File: src/rtl/bwp_pkg.sv
package bwp_pkg;
   typedef enum logic [2:0] {
      ST_IDLE,
      ST_PLAN,
      ST_FETCH,
      ST_FILL,
      ST_WRITE,
      ST_DONE
   } bwp_state_e;
endpackage

File: src/rtl/bwp_lane_plan.sv
// Per-word lane split: how many leading lanes come from memory, how many
// stream bytes follow, whether a read is needed, whether the request is over.
module bwp_lane_plan #(
   parameter int BPW = 4,
   parameter int LW  = 16,
   localparam int OFFW = $clog2(BPW),
   localparam int CW   = OFFW + 1
) (
   input  logic            first,
   input  logic [OFFW-1:0] off,
   input  logic [LW-1:0]   rem,
   output logic [CW-1:0]   lead,
   output logic [CW-1:0]   take,
   output logic            need_mem,
   output logic            finish
);
   logic [CW-1:0] avail;

   always_comb begin
      lead     = first ? {1'b0, off} : '0;
      avail    = CW'(BPW) - lead;
      take     = (rem < LW'(avail)) ? CW'(rem) : avail;
      need_mem = (lead != '0) || (take != avail);
      finish   = (rem == '0) && (lead == '0);
   end
endmodule

File: src/rtl/bwp_word_asm.sv
// Shift-left word assembler; each step appends one byte taken either from
// the stream or from the matching lane of the fetched memory word.
module bwp_word_asm #(
   parameter int BPW = 4,
   localparam int DW   = 8 * BPW,
   localparam int OFFW = $clog2(BPW)
) (
   input  logic            clk,
   input  logic            rst_n,
   input  logic            clear,
   input  logic            step,
   input  logic            use_mem,
   input  logic [OFFW-1:0] lane_sel,
   input  logic [7:0]      stream_byte,
   input  logic [DW-1:0]   mem_word,
   output logic [DW-1:0]   word
);
   logic [7:0] lanes [BPW];
   logic [7:0] pick;

   for (genvar g = 0; g < BPW; g++) begin : g_lane
      assign lanes[g] = mem_word[DW-1-8*g -: 8];
   end

   assign pick = use_mem ? lanes[lane_sel] : stream_byte;

   always_ff @(posedge clk or negedge rst_n) begin
      if (!rst_n)     word <= '0;
      else if (clear) word <= '0;
      else if (step)  word <= {word[DW-9:0], pick};
   end
endmodule

File: src/rtl/byte_word_packer.sv
module byte_word_packer #(
   parameter int AW  = 32,
   parameter int LW  = 16,
   parameter int BPW = 4,
   parameter int RW  = 2,
   localparam int DW = 8 * BPW
) (
   input  logic          clk,
   input  logic          rst_n,
   input  logic          req_valid,
   output logic          req_ready,
   input  logic [AW-1:0] req_addr,
   input  logic [LW-1:0] req_len,
   input  logic          byt_valid,
   output logic          byt_ready,
   input  logic [7:0]    byt_data,
   output logic          rd_req,
   output logic [AW-1:0] rd_addr,
   input  logic          rd_ack,
   input  logic [DW-1:0] rd_data,
   output logic          wr_valid,
   output logic [AW-1:0] wr_addr,
   output logic [DW-1:0] wr_data,
   input  logic          wr_done,
   input  logic [RW-1:0] wr_result,
   output logic          done,
   output logic [RW-1:0] done_result
);
   import bwp_pkg::*;

   localparam int OFFW = $clog2(BPW);
   localparam int CW   = OFFW + 1;
   localparam logic [AW-1:0] ALIGN_MASK = ~AW'(BPW - 1);

   // elaboration-time parameter checks
   if (BPW < 2 || (1 << OFFW) != BPW) begin : g_bad_bpw
      $error("BPW must be a power of two of at least 2");
   end
   if (LW < CW) begin : g_bad_lw
      $error("LW too narrow for the lane count");
   end
   if (RW < 1) begin : g_bad_rw
      $error("RW must be at least 1");
   end

   bwp_state_e      state_q;
   logic [AW-1:0]   wa_q;
   logic [LW-1:0]   rem_q;
   logic [OFFW-1:0] off_q;
   logic            first_q;
   logic [CW-1:0]   lead_q, take_q;
   logic [OFFW-1:0] k_q;
   logic [DW-1:0]   mem_q;
   logic [RW-1:0]   res_q;

   logic [CW-1:0]   lead_w, take_w;
   logic            need_mem_w, finish_w;
   logic            in_stream, step, last_lane;
   logic [DW-1:0]   word_w;

   bwp_lane_plan #(.BPW(BPW), .LW(LW)) u_plan (
      .first    (first_q),
      .off      (off_q),
      .rem      (rem_q),
      .lead     (lead_w),
      .take     (take_w),
      .need_mem (need_mem_w),
      .finish   (finish_w)
   );

   assign in_stream = (state_q == ST_FILL) &&
                      (CW'(k_q) >= lead_q) && (CW'(k_q) < lead_q + take_q);
   assign step      = (state_q == ST_FILL) && (!in_stream || byt_valid);
   assign last_lane = (k_q == OFFW'(BPW - 1));

   bwp_word_asm #(.BPW(BPW)) u_asm (
      .clk         (clk),
      .rst_n       (rst_n),
      .clear       (state_q == ST_PLAN),
      .step        (step),
      .use_mem     (!in_stream),
      .lane_sel    (k_q),
      .stream_byte (byt_data),
      .mem_word    (mem_q),
      .word        (word_w)
   );

   always_ff @(posedge clk or negedge rst_n) begin
      if (!rst_n) begin
         state_q <= ST_IDLE;
         wa_q    <= '0;
         rem_q   <= '0;
         off_q   <= '0;
         first_q <= 1'b0;
         lead_q  <= '0;
         take_q  <= '0;
         k_q     <= '0;
         mem_q   <= '0;
         res_q   <= '0;
      end else begin
         unique case (state_q)
            ST_IDLE: if (req_valid) begin
               wa_q    <= req_addr & ALIGN_MASK;
               off_q   <= req_addr[OFFW-1:0];
               rem_q   <= req_len;
               first_q <= 1'b1;
               state_q <= ST_PLAN;
            end
            ST_PLAN: begin
               if (finish_w) begin
                  res_q   <= '0;
                  state_q <= ST_DONE;
               end else begin
                  lead_q  <= lead_w;
                  take_q  <= take_w;
                  k_q     <= '0;
                  state_q <= need_mem_w ? ST_FETCH : ST_FILL;
               end
            end
            ST_FETCH: if (rd_ack) begin
               mem_q   <= rd_data;
               state_q <= ST_FILL;
            end
            ST_FILL: if (step) begin
               k_q <= k_q + 1'b1;
               if (in_stream) rem_q <= rem_q - 1'b1;
               if (last_lane) state_q <= ST_WRITE;
            end
            ST_WRITE: if (wr_done) begin
               if (wr_result != '0) begin
                  res_q   <= wr_result;
                  state_q <= ST_DONE;
               end else begin
                  wa_q    <= wa_q + AW'(BPW);
                  first_q <= 1'b0;
                  state_q <= ST_PLAN;
               end
            end
            ST_DONE: state_q <= ST_IDLE;
            default: state_q <= ST_IDLE;
         endcase
      end
   end

   assign req_ready   = (state_q == ST_IDLE);
   assign byt_ready   = in_stream;
   assign rd_req      = (state_q == ST_FETCH);
   assign rd_addr     = wa_q;
   assign wr_valid    = (state_q == ST_WRITE);
   assign wr_addr     = wa_q;
   assign wr_data     = word_w;
   assign done        = (state_q == ST_DONE);
   assign done_result = res_q;

   // ---------------- assertions ----------------
   logic [AW-1:0] prev_wa;
   always_ff @(posedge clk or negedge rst_n) begin
      if (!rst_n)                   prev_wa <= '0;
      else if (wr_valid && wr_done) prev_wa <= wr_addr;
   end

   p_aligned_addr_r1: assert property (@(posedge clk) disable iff (!rst_n)
      wr_valid |-> (wr_addr[OFFW-1:0] == '0));

   p_addr_step_r1: assert property (@(posedge clk) disable iff (!rst_n)
      ($rose(wr_valid) && !first_q) |-> (wr_addr == prev_wa + AW'(BPW)));

   p_hold_word_r11: assert property (@(posedge clk) disable iff (!rst_n)
      (wr_valid && !wr_done) |=> (wr_valid && $stable(wr_addr) && $stable(wr_data)));

   p_stop_on_err_r7: assert property (@(posedge clk) disable iff (!rst_n)
      (wr_valid && wr_done && (wr_result != '0)) |=>
         (done && (done_result == $past(wr_result))));

   p_zero_len_r8: assert property (@(posedge clk) disable iff (!rst_n)
      (req_valid && req_ready && (req_len == '0) && (req_addr[OFFW-1:0] == '0)) |=>
         (!wr_valid && !rd_req) ##1 (done && (done_result == '0)));

   p_no_byte_idle_r12: assert property (@(posedge clk) disable iff (!rst_n)
      req_ready |-> !byt_ready);
endmodule

File: config.mk
export PLATFORM = sky130hd
export DESIGN_NAME = byte_word_packer
export DESIGN_NICKNAME = d
export VERILOG_FILES = /design/src/rtl/bwp_pkg.sv /design/src/rtl/bwp_lane_plan.sv /design/src/rtl/bwp_word_asm.sv /design/src/rtl/byte_word_packer.sv
export SDC_FILE = /design/constraint.sdc
export NUM_CORES = 1
export LEC_CHECK = 0
export BUFFER_PORTS_ARGS = -buffer_cell sky130_fd_sc_hd__buf_2
export CAP_MARGIN = 15
export CORE_ASPECT_RATIO = 0.6
export CORE_MARGIN = 8
export CORE_UTILIZATION = 40
export DETAILED_ROUTE_END_ITERATION = 16
export PLACE_DENSITY_LB_ADDON = 0.3
export SYNTH_ARGS = -nofsm -noshare
export SYNTH_HDL_FRONTEND = slang
export SYNTH_SLANG_ARGS = --single-unit
File: constraint.sdc
create_clock -name clk -period 5.4 [get_ports clk]
set_clock_uncertainty 0.05 [all_clocks]
set_input_delay 1.08 -clock clk [delete_from_list [all_inputs] [get_ports clk]]
set_output_delay 1.08 -clock clk [all_outputs]
set_load 0.005 [all_outputs]
# Word level (Yosys, flattened, before mapping)
# Cells that the tools add are included.
# classes
addsub	5
magnitude_cmp	4
n_eq_ne	17
mux	36
n_bitwise	2
reduce_logical	25
# ops
op	n
32-bit two-way mux	5
32-bit case mux with 2 select lines	1
16-bit two-way mux	3
32-bit by 3-bit adder with 32-bit output (second input constant)	1
16-bit case mux with 2 select lines	1
3-bit two-way mux	8
8-bit two-way mux	3
8-bit binary-select mux with 2-bit select	1
16-bit logical NOT	1
16-bit by 3-bit < comparator with 1-bit output	1
16-bit by 1-bit subtractor with 16-bit output (second input constant)	1
3-bit case mux with 5 select lines	1
2-bit inequality test (second input constant)	7
2-bit two-way mux	6
4-bit AND reduction	3
2-bit nonzero test	6
2-bit case mux with 2 select lines	2
3-bit by 2-bit equality test with 1-bit output (second input constant)	2
3-bit equality test (second input constant)	2
3-bit logical NOT	2
2-bit by 1-bit inequality test with 1-bit output (second input constant)	3
2-bit AND reduction	3
5-bit AND reduction	1
1-bit logical AND	4
17 further kinds	21
# word_totals
reg_bits	128
input_bits	96
wordCells	100

# Depth between registers and ports, before layout
# logic_depth
depth_word	9
depth_mapped	10

# By module
# From an unflattened synthesis, not the netlist that was laid out.
# hier_totals
cells_unflattened	742
hier_area_um2	7209.4
# modules_own_cells
mod	instances	cells_each	area_each_um2	seq_area_each_um2
byte_word_packer	1	571	5378.9	2352.3
bwp_word_asm	1	135	1572.8	800.8
bwp_lane_plan	1	36	257.7	0.0

# Worst setup path after synthesis
# OpenSTA, ideal clock, no wires.
# synth_timing
path_kind	reg-to-output
start	reg lead_q[0]
end	out byt_ready
arrival_ns	2.153
t_required_ns	4.270
path_slack_ns	2.117
stages_incl_launch_ff	9
path_buffers	1
path_cell_list	dfrtp_1 > ha_1 > fa_1 > inv_1 > ha_1 > a21oi_1 > o211ai_1 > buf_1 > inv_1
# synth_via
elab_chain_len	3
word_cells_on_any_way	5
classes_between	add/sub: 1; order compare: 2; reduce/logical: 2
# synth_rtl
element	line_no	text
start, declared	byte_word_packer.sv:51	logic [CW-1:0] lead_q, take_q;
start signal, assigned	byte_word_packer.sv:114	lead_q <= lead_w;
3-bit adder or 2-bit by 3-bit >= comparator with 1-bit output (tied branches)	byte_word_packer.sv:72	(CW'(k_q) >= lead_q) && (CW'(k_q) < lead_q + take_q);
2-bit by 3-bit < comparator with 1-bit output or 1-bit logical AND (tied branches)	byte_word_packer.sv:72, byte_word_packer.sv:71	
1-bit logical AND (*)	byte_word_packer.sv:72	
end, declared	byte_word_packer.sv:15	output logic byt_ready,
# Every way passes the cells marked *; elsewhere a longest branch is shown, timed or not.

# Worst setup path in the final report
# Same ends and word-level chain as after synthesis.

==> impl_metrics.yaml <==
run_status:
  status: "completed"
clock_tree:
  hold_buffers: 0
  cts_tree: "yes"
  h-tree-depth: 4
  cts_buffers: 17
  postCtsSetupBuffers: 0
  clkTransAtPathRegs_ps: 60
  clock_latency_ps: 410
  cts_resized: 0
  clkSinkCount: 125
  cts_root_buf: "clkbuf_16"
  clock_path_buffers: 2
power:
  p_per_area_mw_per_mm2: 618
  seq_power_share: 0.351
  internal_power_mw: 3.14
  p_sw_mw: 2.19
  comb_power_share: 0.434
  ir_drop_mv: 0.248
  swShare: 0.411
  clkPwrFrac: 0.216
  cellLeakagePower_nw: 3.93
synthesis:
  synthesis.instances: 716
  ys_seq_elements: 125
  seq_area_frac_synth: 0.443
  netlist_area_mm2: 0.00706
  synth.distinct_cells: 72
  synth_ff_type: "dfrtp_1"
  yosysWarnings: 0
  async_flop_share: 1.00
  synth_enable_flop_cells: 0
  syn_area_per_cell_um2: 9.86
detailed_routing:
  antenna_left: 0
  avgViaCountPerCell: 5.64
  vias: 6284
  dr_wl_met3_um: 1800
  route.detailed.drc: 0
  top_layer_used: "met5"
  drt-met1-wl_um: 10500
  avgRoutedWirePerCell_um: 19.4
  wl_met2_um: 9120
  drt-initial-drc-count: 664
  routed_wl_um: 21700
  dr.pass1.iters: 5
global_routing:
  grt_pass1_vias: 6177
  antenna_found_initial: 7
  grt-ovfl-total: 0
  grt_max_degree: 70
  grt_pass1_wl_um: 34600
  grt_use_total: 0.189
placement:
  place.gp.congestion: 0.870
  pre_cts_ws_ps: 1900
  placed_cell_area_mm2: 0.00800
  io_buffers: 194
  hpwl_um: 15800
finish:
  final_nets: 972
  area_growth_pct: 21.9
  stdcell_area_mm2: 0.00860
  fillCellCount: 1643
  final_cell_mix: "193 x buf_2, 125 x dfrtp_1, 58 x a21oi_1"
  drive_above_1_share: 0.336
  final_common_cell: "buf_2"
worst_setup_path:
  cp_num_buf_inv: 4
  cp.arrival_ps: 2650
  endpoint_kind: "output port"
  crit_start: "lead_q[0]$_DFFE_PN0P_"
  r2r_cells: 8
  slowest_delay_ps: 480
  crit_chain: "ha_1, fa_1, inv_1, ha_1, a21oi_1, o211ai_1, buf_4, inv_1, buf_2"
  r2r-start: "lead_q[0]$_DFFE_PN0P_"
  critPathMaxFanout: 10
  path_class: "reg2out"
  crit_slowest_cell: "fa_1"
  cp_top_family: "adder cells"
  regToRegEndpoint: "rem_q[11]$_DFFE_PN0P_"
  cp-start-kind: "register"
  crit_cells: 9
  crit_end: "byt_ready"
  critPathRequiredTime_ps: 4270
  r2r_setup_slack_ps: 1880
floorplan:
  dieArea_mm2: 0.0223
  initial_core_util: 0.410
  row_count: 37
  core_mm2: 0.0172
  io_pins: 199
  die_y_um: 119
  die-width_um: 188
sta:
  finalMaxSlewViolations: 0
  worst_pin_slew_ps: 1030
  period_needed_ps: 3780
  tns_ps: 0
  setup_ws_ps: 1620
  rsz0062_at_grt: "no"
  maxSlewHeadroom: 0.309
  hold_viol_final: 0
  fin_crit_sh: 0.700
  final-setup-viol-count: 0
  timing.fmax_ghz: 0.265
job:
  cap_violations: 0
hold_path:
  hold_path.class: "reg2reg"
-- worst reg2reg max path, cell delays in order (launching register included) --
cell and delay [ps]:
dfrtp_1 400, ha_1 220, fa_1 480, inv_1 50
ha_1 290, a21oi_1 230, o211ai_1 360, a21oi_1 910
mux2_2 420
-- per-stage QoR --
stage | total power, mW | util | std cells | hold slack [ps]
final | 5.32 | 0.500 | 1115 | 452
after global routing | 5.70 | 0.499 | 1113 | 470
after CTS | 5.35 | 0.498 | 1110 | 454
after detailed placement | 4.17 | 0.464 | 1079 | 436
after global placement | 4.14 | 0.464 | 1079 | 436
after floorplan | 3.45 | - | 719 | 411
-- cell usage after synthesis, types with 4 or more instances --
master	number	area (µm²)
o22a_1	5	43.8
nand2_1	43	161
o2bb2ai_1	11	96.3
or4_1	4	30.0
o22ai_1	16	100
nand3_1	41	205
buf_1	7	26.3
and2_1	5	31.3
a31oi_1	8	50.1
or3_1	7	43.8
nor4_1	9	56.3
buf_2	11	55.1
a22o_1	12	105
mux2_2	36	405
clkbuf_1	28	105
inv_1	15	56.3
o211ai_1	8	60.1
nor2_1	42	158
ha_1	10	125
a22oi_1	4	30.0
and3_1	13	81.3
a21o_1	5	37.5
o21ai_0	32	160
o21ai_1	6	30.0
nand4_1	7	43.8
dfrtp_1	125	3130
buf_4	34	255
a2bb2oi_1	5	43.8
a211oi_1	10	75.1
nor3_1	9	45.0
mux4_2	8	180
a21oi_1	58	290
nand2b_1	8	50.1
mux2i_1	12	120
-- kinds of logic (layout without fill, tap and decap cells) --
group                    count (synthesis)  in the layout  share of synthesized area
AND/OR/NAND/NOR                        206            206                      0.153
AO/OA/AOI/OAI                          217            217                      0.208
other                                    1              8                   0.000531
flip-flops                             125            125                      0.443
XOR/XNOR                                 3              3                    0.00372
multiplexers                            56             56                     0.0999
adder cells (fa/ha/maj)                 11             11                     0.0206
buffers and inverters                   97            255                     0.0716
-- worst min path at each step --
stage | startpoint | endpoint | depth (start not counted)
after floorplan | rem_q[15]$_DFFE_PN0P_ | rem_q[15]$_DFFE_PN0P_ | 1
after global routing | rst_n | rem_q[9]$_DFFE_PN0P_ | 1
final | mem_q[14]$_DFFE_PN0P_ | mem_q[14]$_DFFE_PN0P_ | 1
after CTS | rem_q[15]$_DFFE_PN0P_ | rem_q[15]$_DFFE_PN0P_ | 1
after global placement | mem_q[14]$_DFFE_PN0P_ | mem_q[14]$_DFFE_PN0P_ | 1
after detailed placement | rem_q[15]$_DFFE_PN0P_ | rem_q[15]$_DFFE_PN0P_ | 1
-- power groups by stage --
stage	logic (mW)	registers [mW]	clock network, mW
finish	2.31	1.87	1.15
floorplan	1.74	1.72	0
global placement	2.27	1.87	0
detailed placement	2.31	1.87	0
CTS	2.32	1.86	1.17
global route	2.54	1.95	1.21
-- routing by layer --
layer	up-vias	GRT usage
li1	2965	-
met1	3036	0.279
met2	254	0.263
met3	23	0.0621
met4	6	0.0377
met5	-	0
-- flip-flops by register name, summed over array words and instances, names as in the netlist --
name	count
rem_q	16
k_q	2
rd_addr	30
state_q	3
take_q	3
off_q	2
done_result	2
lead_q	2
u_asm.word	32
mem_q	32
first_q	1
-- area by class of cell --
cell class | instances | area [µm²] | area share
diodes | 4 | 10.0 | 0.00116
flip-flops and latches | 125 | 3130 | 0.364
multi-input cells | 497 | 3450 | 0.401
clock inverters | 13 | 155 | 0.0180
clock buffers | 18 | 429 | 0.0499
repair buffers | 207 | 1070 | 0.125
inverters | 17 | 63.8 | 0.00742
well taps | 234 | 293 | 0.0340
Power figures use the tool's default switching activity.
